**src/rtl/irq_route_pkg.sv**
```systemverilog
package irq_route_pkg;

    typedef enum logic [2:0] {
        IX_PEND    = 3'd0,
        IX_MASK    = 3'd1,
        IX_UNMASK  = 3'd2,
        IX_SETMASK = 3'd3,
        IX_TARGET  = 3'd4
    } reg_idx_e;

    typedef enum logic [1:0] {
        ST_IDLE = 2'd0,
        ST_FIRE = 2'd1,
        ST_WAIT = 2'd2
    } dlv_state_e;

    // Default source-to-level map: level(i) = ((i*7) mod 15) + 1, 4 bits each
    function automatic logic [127:0] build_level_map();
        logic [127:0] m;
        m = '0;
        for (int i = 0; i < 32; i++) begin
            m[i*4 +: 4] = 4'(((i * 7) % 15) + 1);
        end
        return m;
    endfunction

endpackage

```
**src/rtl/irq_src_regs.sv**
```systemverilog
module irq_src_regs
    import irq_route_pkg::*;
#(
    parameter int          NUM_SRC   = 32,
    parameter int          NUM_CPU   = 4,
    parameter int          CPU_W     = $clog2(NUM_CPU),
    parameter logic [31:0] IMPL_MASK = 32'hFFFF_FF80,
    parameter logic [31:0] RST_DIS   = ~32'hFFB2_007F
) (
    input  logic               clk,
    input  logic               rst_n,
    input  logic [NUM_SRC-1:0] src_lvl,
    input  logic [2:0]         bus_addr,
    input  logic               bus_we,
    input  logic [NUM_SRC-1:0] bus_wdata,
    output logic [NUM_SRC-1:0] bus_rdata,
    output logic [NUM_SRC-1:0] pend_o,
    output logic [NUM_SRC-1:0] dis_o,
    output logic [CPU_W-1:0]   tgt_o
);

    localparam logic [NUM_SRC-1:0] WMASK   = IMPL_MASK[NUM_SRC-1:0];
    localparam logic [NUM_SRC-1:0] RDMASK  = {1'b0, {(NUM_SRC-1){1'b1}}};
    localparam logic [NUM_SRC-1:0] FIXBITS = ~WMASK;

    logic [NUM_SRC-1:0] src_q, pend_q, dis_q;
    logic [CPU_W-1:0]   tgt_q;
    logic [NUM_SRC-1:0] rise, fall, wbits, pend_n, dis_n;
    logic               unmask_wr, setmask_wr, tgt_wr;
    reg_idx_e           idx;

    assign idx        = reg_idx_e'(bus_addr);
    assign unmask_wr  = bus_we && (idx == IX_UNMASK);
    assign setmask_wr = bus_we && (idx == IX_SETMASK);
    assign tgt_wr     = bus_we && (idx == IX_TARGET);
    assign wbits      = bus_wdata & WMASK;
    assign rise       = src_lvl & ~src_q;
    assign fall       = ~src_lvl & src_q;

    always_comb begin
        pend_n = (pend_q | rise) & ~fall;
        dis_n  = dis_q;
        if (unmask_wr) begin
            dis_n = dis_q & ~wbits;
        end
        if (setmask_wr) begin
            dis_n  = dis_q | wbits;
            pend_n = pend_n & ~wbits;
        end
    end

    always_ff @(posedge clk or negedge rst_n) begin
        if (!rst_n) begin
            src_q  <= '0;
            pend_q <= '0;
            dis_q  <= RST_DIS[NUM_SRC-1:0];
            tgt_q  <= '0;
        end else begin
            src_q  <= src_lvl;
            pend_q <= pend_n;
            dis_q  <= dis_n;
            if (tgt_wr) begin
                tgt_q <= bus_wdata[CPU_W-1:0];
            end
        end
    end

    always_comb begin
        bus_rdata = '0;
        case (idx)
            IX_PEND:   bus_rdata = pend_q & RDMASK;
            IX_MASK:   bus_rdata = dis_q;
            IX_TARGET: bus_rdata = NUM_SRC'(tgt_q);
            default:   bus_rdata = '0;
        endcase
    end

    assign pend_o = pend_q;
    assign dis_o  = dis_q;
    assign tgt_o  = tgt_q;

    // disabling discards the pending state of the written sources
    a_r5_setmask_clears_pend: assert property (@(posedge clk) disable iff (!rst_n)
        setmask_wr |=> ((pend_q & $past(wbits)) == '0));

    // enabling clears the written disable bits
    a_r4_unmask_clears_dis: assert property (@(posedge clk) disable iff (!rst_n)
        (unmask_wr && !setmask_wr) |=> ((dis_q & $past(wbits)) == '0));

    // unimplemented disable bits hold their value
    a_r6_fixed_bits_stable: assert property (@(posedge clk) disable iff (!rst_n)
        1'b1 |=> $stable(dis_q & FIXBITS));

endmodule

```
**src/rtl/irq_level_max.sv**
```systemverilog
module irq_level_max #(
    parameter int                         NUM_SRC = 32,
    parameter int                         LVL_W   = 4,
    parameter logic [NUM_SRC*LVL_W-1:0]   LVL_MAP = '0
) (
    input  logic [NUM_SRC-1:0] eff,
    output logic [LVL_W-1:0]   lvl_max,
    output logic               any_req
);

    logic [LVL_W-1:0] lvl_of [NUM_SRC];

    for (genvar g = 0; g < NUM_SRC; g++) begin : g_lvl
        assign lvl_of[g] = eff[g] ? LVL_MAP[g*LVL_W +: LVL_W] : '0;
    end

    always_comb begin
        lvl_max = '0;
        for (int i = 0; i < NUM_SRC; i++) begin
            if (lvl_of[i] > lvl_max) begin
                lvl_max = lvl_of[i];
            end
        end
    end

    assign any_req = |eff;

    // no effective request means no level
    always_comb begin
        a_r8_zero_when_idle: assert (any_req || (lvl_max == '0));
    end

endmodule

```
**src/rtl/irq_deliver_fsm.sv**
```systemverilog
module irq_deliver_fsm
    import irq_route_pkg::*;
#(
    parameter int NUM_CPU = 4,
    parameter int CPU_W   = $clog2(NUM_CPU),
    parameter int LVL_W   = 4
) (
    input  logic               clk,
    input  logic               rst_n,
    input  logic               req_ok,
    input  logic [LVL_W-1:0]   lvl_in,
    input  logic [CPU_W-1:0]   tgt_in,
    input  logic [NUM_CPU-1:0] cpu_busy,
    output logic               irq_stb,
    output logic [LVL_W-1:0]   irq_level,
    output logic [CPU_W-1:0]   irq_target
);

    dlv_state_e       state_q, state_n;
    logic [LVL_W-1:0] lvl_q;
    logic [CPU_W-1:0] tgt_q;
    logic             go;

    assign go = req_ok && !cpu_busy[tgt_in];

    always_comb begin
        state_n = state_q;
        unique case (state_q)
            ST_IDLE: if (go) state_n = ST_FIRE;
            ST_FIRE: state_n = ST_WAIT;
            ST_WAIT: if (cpu_busy[tgt_q] || !req_ok) state_n = ST_IDLE;
            default: state_n = ST_IDLE;
        endcase
    end

    always_ff @(posedge clk or negedge rst_n) begin
        if (!rst_n) begin
            state_q <= ST_IDLE;
            lvl_q   <= '0;
            tgt_q   <= '0;
        end else begin
            state_q <= state_n;
            if (state_q == ST_IDLE && go) begin
                lvl_q <= lvl_in;
                tgt_q <= tgt_in;
            end
        end
    end

    always_comb begin
        irq_stb    = (state_q == ST_FIRE);
        irq_level  = lvl_q;
        irq_target = tgt_q;
    end

    // the strobe is a single-cycle pulse
    a_r11_single_pulse: assert property (@(posedge clk) disable iff (!rst_n)
        irq_stb |=> !irq_stb);

    // a busy target is never signalled from idle
    a_r10_busy_blocks: assert property (@(posedge clk) disable iff (!rst_n)
        (state_q == ST_IDLE && cpu_busy[tgt_in]) |=> !irq_stb);

    // the strobe carries the target chosen on the decision edge
    a_r9_target_latched: assert property (@(posedge clk) disable iff (!rst_n)
        irq_stb |-> (irq_target == $past(tgt_in)));

endmodule

```
**src/rtl/sys_irq_router.sv**
```systemverilog
module sys_irq_router
    import irq_route_pkg::*;
#(
    parameter int                        NUM_SRC   = 32,
    parameter int                        NUM_CPU   = 4,
    parameter int                        LVL_W     = 4,
    parameter logic [31:0]               IMPL_MASK = 32'hFFFF_FF80,
    parameter logic [31:0]               RST_DIS   = ~32'hFFB2_007F,
    parameter logic [NUM_SRC*LVL_W-1:0]  LVL_MAP   = build_level_map(),
    localparam int                       CPU_W     = $clog2(NUM_CPU)
) (
    input  logic               clk,
    input  logic               rst_n,
    input  logic [NUM_SRC-1:0] src_lvl,
    input  logic [NUM_CPU-1:0] cpu_busy,
    input  logic [2:0]         bus_addr,
    input  logic               bus_we,
    input  logic [NUM_SRC-1:0] bus_wdata,
    output logic [NUM_SRC-1:0] bus_rdata,
    output logic               irq_stb,
    output logic [LVL_W-1:0]   irq_level,
    output logic [CPU_W-1:0]   irq_target
);

    localparam int GDIS = NUM_SRC - 1;

    logic [NUM_SRC-1:0] pend, dis, eff;
    logic [CPU_W-1:0]   tgt;
    logic [LVL_W-1:0]   lvl_max;
    logic               any_req, req_ok;

    irq_src_regs #(
        .NUM_SRC  (NUM_SRC),
        .NUM_CPU  (NUM_CPU),
        .CPU_W    (CPU_W),
        .IMPL_MASK(IMPL_MASK),
        .RST_DIS  (RST_DIS)
    ) u_regs (
        .clk      (clk),
        .rst_n    (rst_n),
        .src_lvl  (src_lvl),
        .bus_addr (bus_addr),
        .bus_we   (bus_we),
        .bus_wdata(bus_wdata),
        .bus_rdata(bus_rdata),
        .pend_o   (pend),
        .dis_o    (dis),
        .tgt_o    (tgt)
    );

    assign eff = pend & ~dis;

    irq_level_max #(
        .NUM_SRC(NUM_SRC),
        .LVL_W  (LVL_W),
        .LVL_MAP(LVL_MAP)
    ) u_max (
        .eff    (eff),
        .lvl_max(lvl_max),
        .any_req(any_req)
    );

    assign req_ok = any_req && !dis[GDIS];

    irq_deliver_fsm #(
        .NUM_CPU(NUM_CPU),
        .CPU_W  (CPU_W),
        .LVL_W  (LVL_W)
    ) u_fsm (
        .clk       (clk),
        .rst_n     (rst_n),
        .req_ok    (req_ok),
        .lvl_in    (lvl_max),
        .tgt_in    (tgt),
        .cpu_busy  (cpu_busy),
        .irq_stb   (irq_stb),
        .irq_level (irq_level),
        .irq_target(irq_target)
    );

    // global disable suppresses delivery
    a_r7_global_off: assert property (@(posedge clk) disable iff (!rst_n)
        dis[GDIS] |=> !irq_stb);

    // a delivered level is never zero
    a_r8_level_nonzero: assert property (@(posedge clk) disable iff (!rst_n)
        irq_stb |-> (irq_level != '0));

endmodule

```
**config.mk**
```make
export PLATFORM = sky130hd
export DESIGN_NAME = sys_irq_router
export DESIGN_NICKNAME = d
export VERILOG_FILES = /design/src/rtl/irq_route_pkg.sv /design/src/rtl/irq_src_regs.sv /design/src/rtl/irq_level_max.sv /design/src/rtl/irq_deliver_fsm.sv /design/src/rtl/sys_irq_router.sv
export SDC_FILE = /design/constraint.sdc
export NUM_CORES = 1
export LEC_CHECK = 0
export BUFFER_PORTS_ARGS = -buffer_cell sky130_fd_sc_hd__buf_2
export CAP_MARGIN = 15
export CORE_ASPECT_RATIO = 0.8
export CORE_UTILIZATION = 25
export DETAILED_ROUTE_END_ITERATION = 8
export HOLD_SLACK_MARGIN = 0.05
export PLACE_DENSITY = 0.52
export SLEW_MARGIN = 20
export SYNTH_ARGS = -nofsm -noshare
export SYNTH_HDL_FRONTEND = slang
export SYNTH_HIERARCHICAL = 1
export SYNTH_SLANG_ARGS = --single-unit
export TNS_END_PERCENT = 1
```
**constraint.sdc**
```tcl
create_clock -name clk -period 43.2 [get_ports clk]
set_clock_uncertainty 0.2 [all_clocks]
set_input_delay 2.16 -clock clk [delete_from_list [all_inputs] [get_ports clk]]
set_output_delay 2.16 -clock clk [all_outputs]
set_load 0.005 [all_outputs]
```
Yosys cells after proc, flatten, opt, wreduce, memory -nomap -nowiden
Index checks and enable logic that the tools add are counted.
Storage, ports and cells
  register bits: 106
  bits of input ports: 74
  output and inout bits: 39
  logic and storage cells: 152
Operators by class
  magnitude comparators: 34
  equality and inequality tests: 8
  mux-type cells: 75
  bitwise logic cells: 13
  reduce and logical (&&, ||, !) cells: 15
Operators with widths (number)
  2-to-1 mux 4 bit: 49
  AND 32 bit: 6
  NOT 32 bit: 5
  > comparator 4 bit: 31
  2-to-1 mux 32 bit: 3
  case mux 32 bit (3 select lines): 1
  bitwise OR 32 bit: 2
  OR reduction 32 bit: 1
  2-to-1 mux 3 bit: 8
  2-to-1 mux 2 bit: 6
  == test 3 x 2 -> 1 bit (second input constant): 2
  logical AND 1 bit: 6
  less-than comparator 2 x 3 -> 1 bit (second input constant): 2
  case mux 2 bit (3 select lines): 1
  2-to-1 mux 1 bit: 5
  binary-select mux 1 bit (select 2 bit): 2
  > comparator 4 x 1 -> 1 bit (second input constant): 1
  != test 2 x 1 -> 1 bit (second input constant): 2
  == test 3 x 1 -> 1 bit (second input constant): 1
  == test 3 bit (second input constant): 1
  zero test 1 bit: 3
  zero test 3 bit: 1
  == test 2 x 1 -> 1 bit (second input constant): 1
  == test 2 bit (second input constant): 1
  4 further kinds: 4

Depth between registers and ports, before layout
  depth after elaboration: 67
  mapped depth: 161
  gate-level depth less buffers: 160

By module
Netlist, hierarchy kept.
By module, submodules not included
  irq_src_regs: instances 1, cells each 295, area each 3739.8 um^2, seq. area each 2293.4 um^2
  irq_level_max: instances 1, cells each 458, area each 3310.7 um^2, seq. area each 0.0 um^2
  sys_irq_router: instances 1, cells each 33, area each 439.2 um^2, seq. area each 0.0 um^2
  irq_deliver_fsm: instances 1, cells each 32, area each 419.2 um^2, seq. area each 200.2 um^2

Worst setup path before layout
No wires, ideal clock.
  path kind: register to register
  from: reg u_regs.pend_q[0], in the netlist u_regs/pend_o[0]
  to: reg u_fsm.lvl_q[3], in the netlist u_fsm/irq_level[3]
  library setup time: 0.125 ns
  arrival: 26.840 ns
  required time: 42.875 ns
  slack: 16.035 ns
  stages on the path, launching flop included: 151
  buffers on the path: 0
  clock period less this slack: 27.165 ns
  cell sequence: dfrtp_1 > nor2b_4 > nor2b_1 > nor2_1 > inv_1 > ha_1 > o21bai_1 > a41oi_1 > ha_1 > nand2b_1 > or3_1 > o2111ai_1 > nand2_1 > ha_1 > inv_1 > a31oi_4 > or2_2 > nand2_1 > [115 not listed] > a31o_4 > mux2_4 > ha_1 > inv_1 > a21oi_1 > a2bb2oi_1 > and3b_1 > o221a_1 > o22a_2 > o31ai_1 > ha_1 > nor3_1 > o221a_2 > o21ai_0 > o211ai_1 > o31ai_1 > mux2i_1 > mux2_2
Between the ends
  longest elaborated chain between the ends: 66
  elaborated cells between the ends (all ways): 70
  classes of those cells: order compare (32); mux (33); bitwise (1); reduce/logical (4)
Ends and longest elaborated chain
  start, declared: RTL line irq_src_regs.sv:26  | logic [NUM_SRC-1:0] src_q, pend_q, dis_q;
  start signal, assigned: RTL line irq_src_regs.sv:60  | pend_q <= pend_n;
  AND 32 bit *: RTL line sys_irq_router.sv:51  | assign eff = pend & ~dis;
  named net eff[0]: RTL line sys_irq_router.sv:27  | logic [NUM_SRC-1:0] pend, dis, eff;
  2-to-1 mux 1 bit *: RTL line irq_level_max.sv:14  | assign lvl_of[g] = eff[g] ? LVL_MAP[g*LVL_W +: LVL_W] : '0;
  > comparator 4 x 1 -> 1 bit: RTL line irq_level_max.sv:20  | if (lvl_of[i] > lvl_max) begin
  2-to-1 mux 4 bit *: RTL line irq_level_max.sv:20
  > comparator 4 bit: RTL line irq_level_max.sv:20
  2-to-1 mux 4 bit *: RTL line irq_level_max.sv:20
  > comparator 4 bit: RTL line irq_level_max.sv:20
  [52 not listed]
  2-to-1 mux 4 bit *: RTL line irq_level_max.sv:20
  > comparator 4 bit: RTL line irq_level_max.sv:20
  2-to-1 mux 4 bit *: RTL line irq_level_max.sv:20
  > comparator 4 bit: RTL line irq_level_max.sv:20
  2-to-1 mux 4 bit *: RTL line irq_level_max.sv:20
  > comparator 4 bit: RTL line irq_level_max.sv:20
  2-to-1 mux 4 bit *: RTL line irq_level_max.sv:20
  named net lvl_max[3]: RTL line sys_irq_router.sv:29  | logic [LVL_W-1:0] lvl_max;
  end signal, assigned: RTL line irq_deliver_fsm.sv:44  | lvl_q <= lvl_in;
  end, declared: RTL line irq_deliver_fsm.sv:20  | logic [LVL_W-1:0] lvl_q;
Mark *: on every way through the listed nets, which the timed path passes. The rest lies on a longest branch.
A chain may end at the register's enable or synchronous reset.

Worst setup path in the final report
Same ends and word-level chain as after synthesis.

==> impl_metrics.ini <==
[run]
drv_cap = 0

[setup_path]
cp-end-kind = register
crit_end = u_fsm/irq_level[3]
r2r_cells = 150
cp.arrival_ns = 30.98
crit_path_start_kind = register
startpoint = u_regs/pend_o[0]
slowest_stage = a2111oi_2
critical_path_required_ns = 43.26
max_stage_delay_ns = 0.48
r2r-end = u_fsm/irq_level[3]
rrSetupSlack_ns = 12.29
r2r_start = u_regs/pend_o[0]
crit_type = reg2reg
crit_fanout = 8
path_common_cell = ha_1

[cts]
cts_tree = done
cts-buffers-inserted = 9
post_cts_buffers = 0
cts_resized = 0
clkSinkCount = 99
clk_path_buf_depth = 2
clock_latency_ns = 0.38
root_buffer = clkbuf_16
holdBufCountCts = 0
htree_levels = 3
path_clk_slew_ns = 0.07

[routing]
route.met2.wl_mm = 8.374
routedWlPerCell_microns = 15.49
dr.max_layer_used = met5
drcViolationCount = 0
final_antenna_net_count = 0
dr.pass1.iters = 5
via_per_inst = 4.748
wl_met3_mm = 1.012
drt_iter0_drc = 347
drt-met1-wl_mm = 11.14
vias = 6353
wl_mm = 20.73

[timing]
rsz0062_at_grt = false
tightest_slew_ns = 0.8920
worst_slack_ns = 12.29
min_period_ns = 30.91
fin_crit_sh = 0.7156
fin_setup_tns_ns = 0
setup_violations = 0
fmax_mhz = 32.35
final_max_slew_viol_count = 0
slew-limit-headroom = 0.4039
hold_violations = 0

[cells_and_area]
multiInputGateArea_sq_mm = 0.004957
layout-drive-gt1-share = 0.2530
nNetsFinal = 1058
fill_cells = 3216
area_growth_pct = 15.74
antenna_cells = 0
seq_area_sq_mm = 0.002494

[yosys]
synth_flop_cell = dfrtp_1
ys_async_sr_fraction = 1.000
ys_seq_area_frac = 0.3153
yosysTopAreaCell = dfrtp_1
synth_cell_types = 102
yosysWarnings = 6
synth_edf_count = 0
ys_top_cells_by_area = dfrtp_1 27%, ha_1 10%, a22o_1 5.5%, nor2b_4 5.4%, dfstp_2 4.3%
synthesis.area_sq_mm = 0.007909
synth_cells = 818
synth-seq-cells = 99
syn_avg_cell_area_sq_um = 9.669
yosysTopAreaCellShare = 0.2721

[hold_path]
min_path_type = reg2reg

[floorplanning]
ioPinCount = 113
num_rows = 57
initial_core_util = 0.2573
dieHeight_microns = 161.1
core_area_sq_mm = 0.03074
fp.dieW_microns = 200.9
die_area_sq_mm = 0.03235

[grt]
grt_max_degree = 54
grt_overflow = 0
grt_pass1_vias = 6054
grt_usage = 0.1310
grt_pass1_wl_mm = 33.10
antenna_found_initial = 1

[placed_design]
placement.io_buffers = 107
gp_congestion = 0.8521
dp_slack_ns = 12.72
dp_hpwl_mm = 15.86

[status]
status = finished clean
[cells in the mapped netlist, types with 12 or more instances]
library cell / n
nor3_1: 19
o21ai_0: 23
a21oi_1: 36
nor2b_1: 15
a22o_1: 50
nor2b_4: 31
nand3_1: 12
dfrtp_1: 86
maj3_1: 32
nand2_1: 66
nor2_1: 30
dfstp_2: 13
inv_1: 88
ha_1: 64
a21boi_0: 26
[cell usage in the layout (no fill, tap or decap), types with 4 or more instances in the layout]
master     count
nor4_1         6
a22o_1        50
dfrtp_1       86
a21boi_0      26
o211a_1        4
nor3_1        18
a211oi_1       4
o21bai_1       4
o22ai_1        4
nor2b_4       31
o211ai_1       8
a21o_1         5
nand3_1       12
nor2_1        30
or2_2          5
conb_1         7
inv_1         88
a21oi_1       36
buf_4          4
ha_1          64
mux2i_1       11
o21a_1         6
nand2b_1       5
nor2b_1       15
and2_1        10
nand2_1       66
nand4_1        6
clkbuf_16      9
dfstp_2       13
or3_1          6
a31oi_1       11
mux2_2        11
maj3_1        32
buf_2        106
o21ai_0       23
[critical path, delay by kind of cell, from the launching register on]
kind | cells | cell delay [ns]
multiplexers | 8 | 2.51
AO/OA/AOI/OAI | 58 | 12.17
flip-flops | 1 | 0.42
AND/OR/NAND/NOR | 50 | 8.07
buffers and inverters | 9 | 0.86
adder cells (fa/ha/maj) | 25 | 6.55
[how the worst min path moves through the flow]
stage | cells past startpoint | start | slack, ns | to
final | 1 | u_fsm/irq_level[1] | 0.31 | u_fsm/irq_level[1]
after global routing | 1 | u_fsm/irq_level[0] | 0.34 | u_fsm/irq_level[0]
after CTS | 1 | u_fsm/irq_level[1] | 0.31 | u_fsm/irq_level[1]
after detailed placement | 1 | u_fsm/irq_level[1] | 0.29 | u_fsm/irq_level[1]
after global placement | 1 | u_fsm/irq_level[0] | 0.29 | u_fsm/irq_level[0]
after floorplan | 1 | register | 0.30 | register
[routing by layer]
layer,vias up,GRT usage
li1,3178,-
met1,3012,0.1956
met2,147,0.1866
met3,14,0.03148
met4,2,0.03123
met5,-,0
[final cells by class]
class / count / share of cell area
clock inverter: 6 / 0.006151
tap: 413 / 0.05645
clock buffer: 10 / 0.02611
sequential: 99 / 0.2724
timing repair buffer: 110 / 0.06124
inverter: 88 / 0.03609
multi-input combinational: 612 / 0.5416
[stage by stage]
step	instances	cell area [sq um]	util	hold slack, ns
floorplan	824	7931	-	0.3023
global placement	1322	8852	0.2880	0.2875
detailed placement	1322	8852	0.2880	0.2926
CTS	1338	9148	0.2976	0.3091
global route	1338	9154	0.2978	0.3443
finish	1338	9154	0.2978	0.3070
[kinds of logic after synthesis]
kind of cell,Yosys count,share of synthesized area
adders and majority gates,96,0.1418
DFF,99,0.3153
muxes,28,0.04240
other,1,0.0004742
AOI/OAI and AO/OA,239,0.2443
buffers and inverters,113,0.06297
and+or+nand+nor,242,0.1929
Power is not shown: default switching activity piles up to over one toggle a cycle in this logic, so the estimate is an artifact.
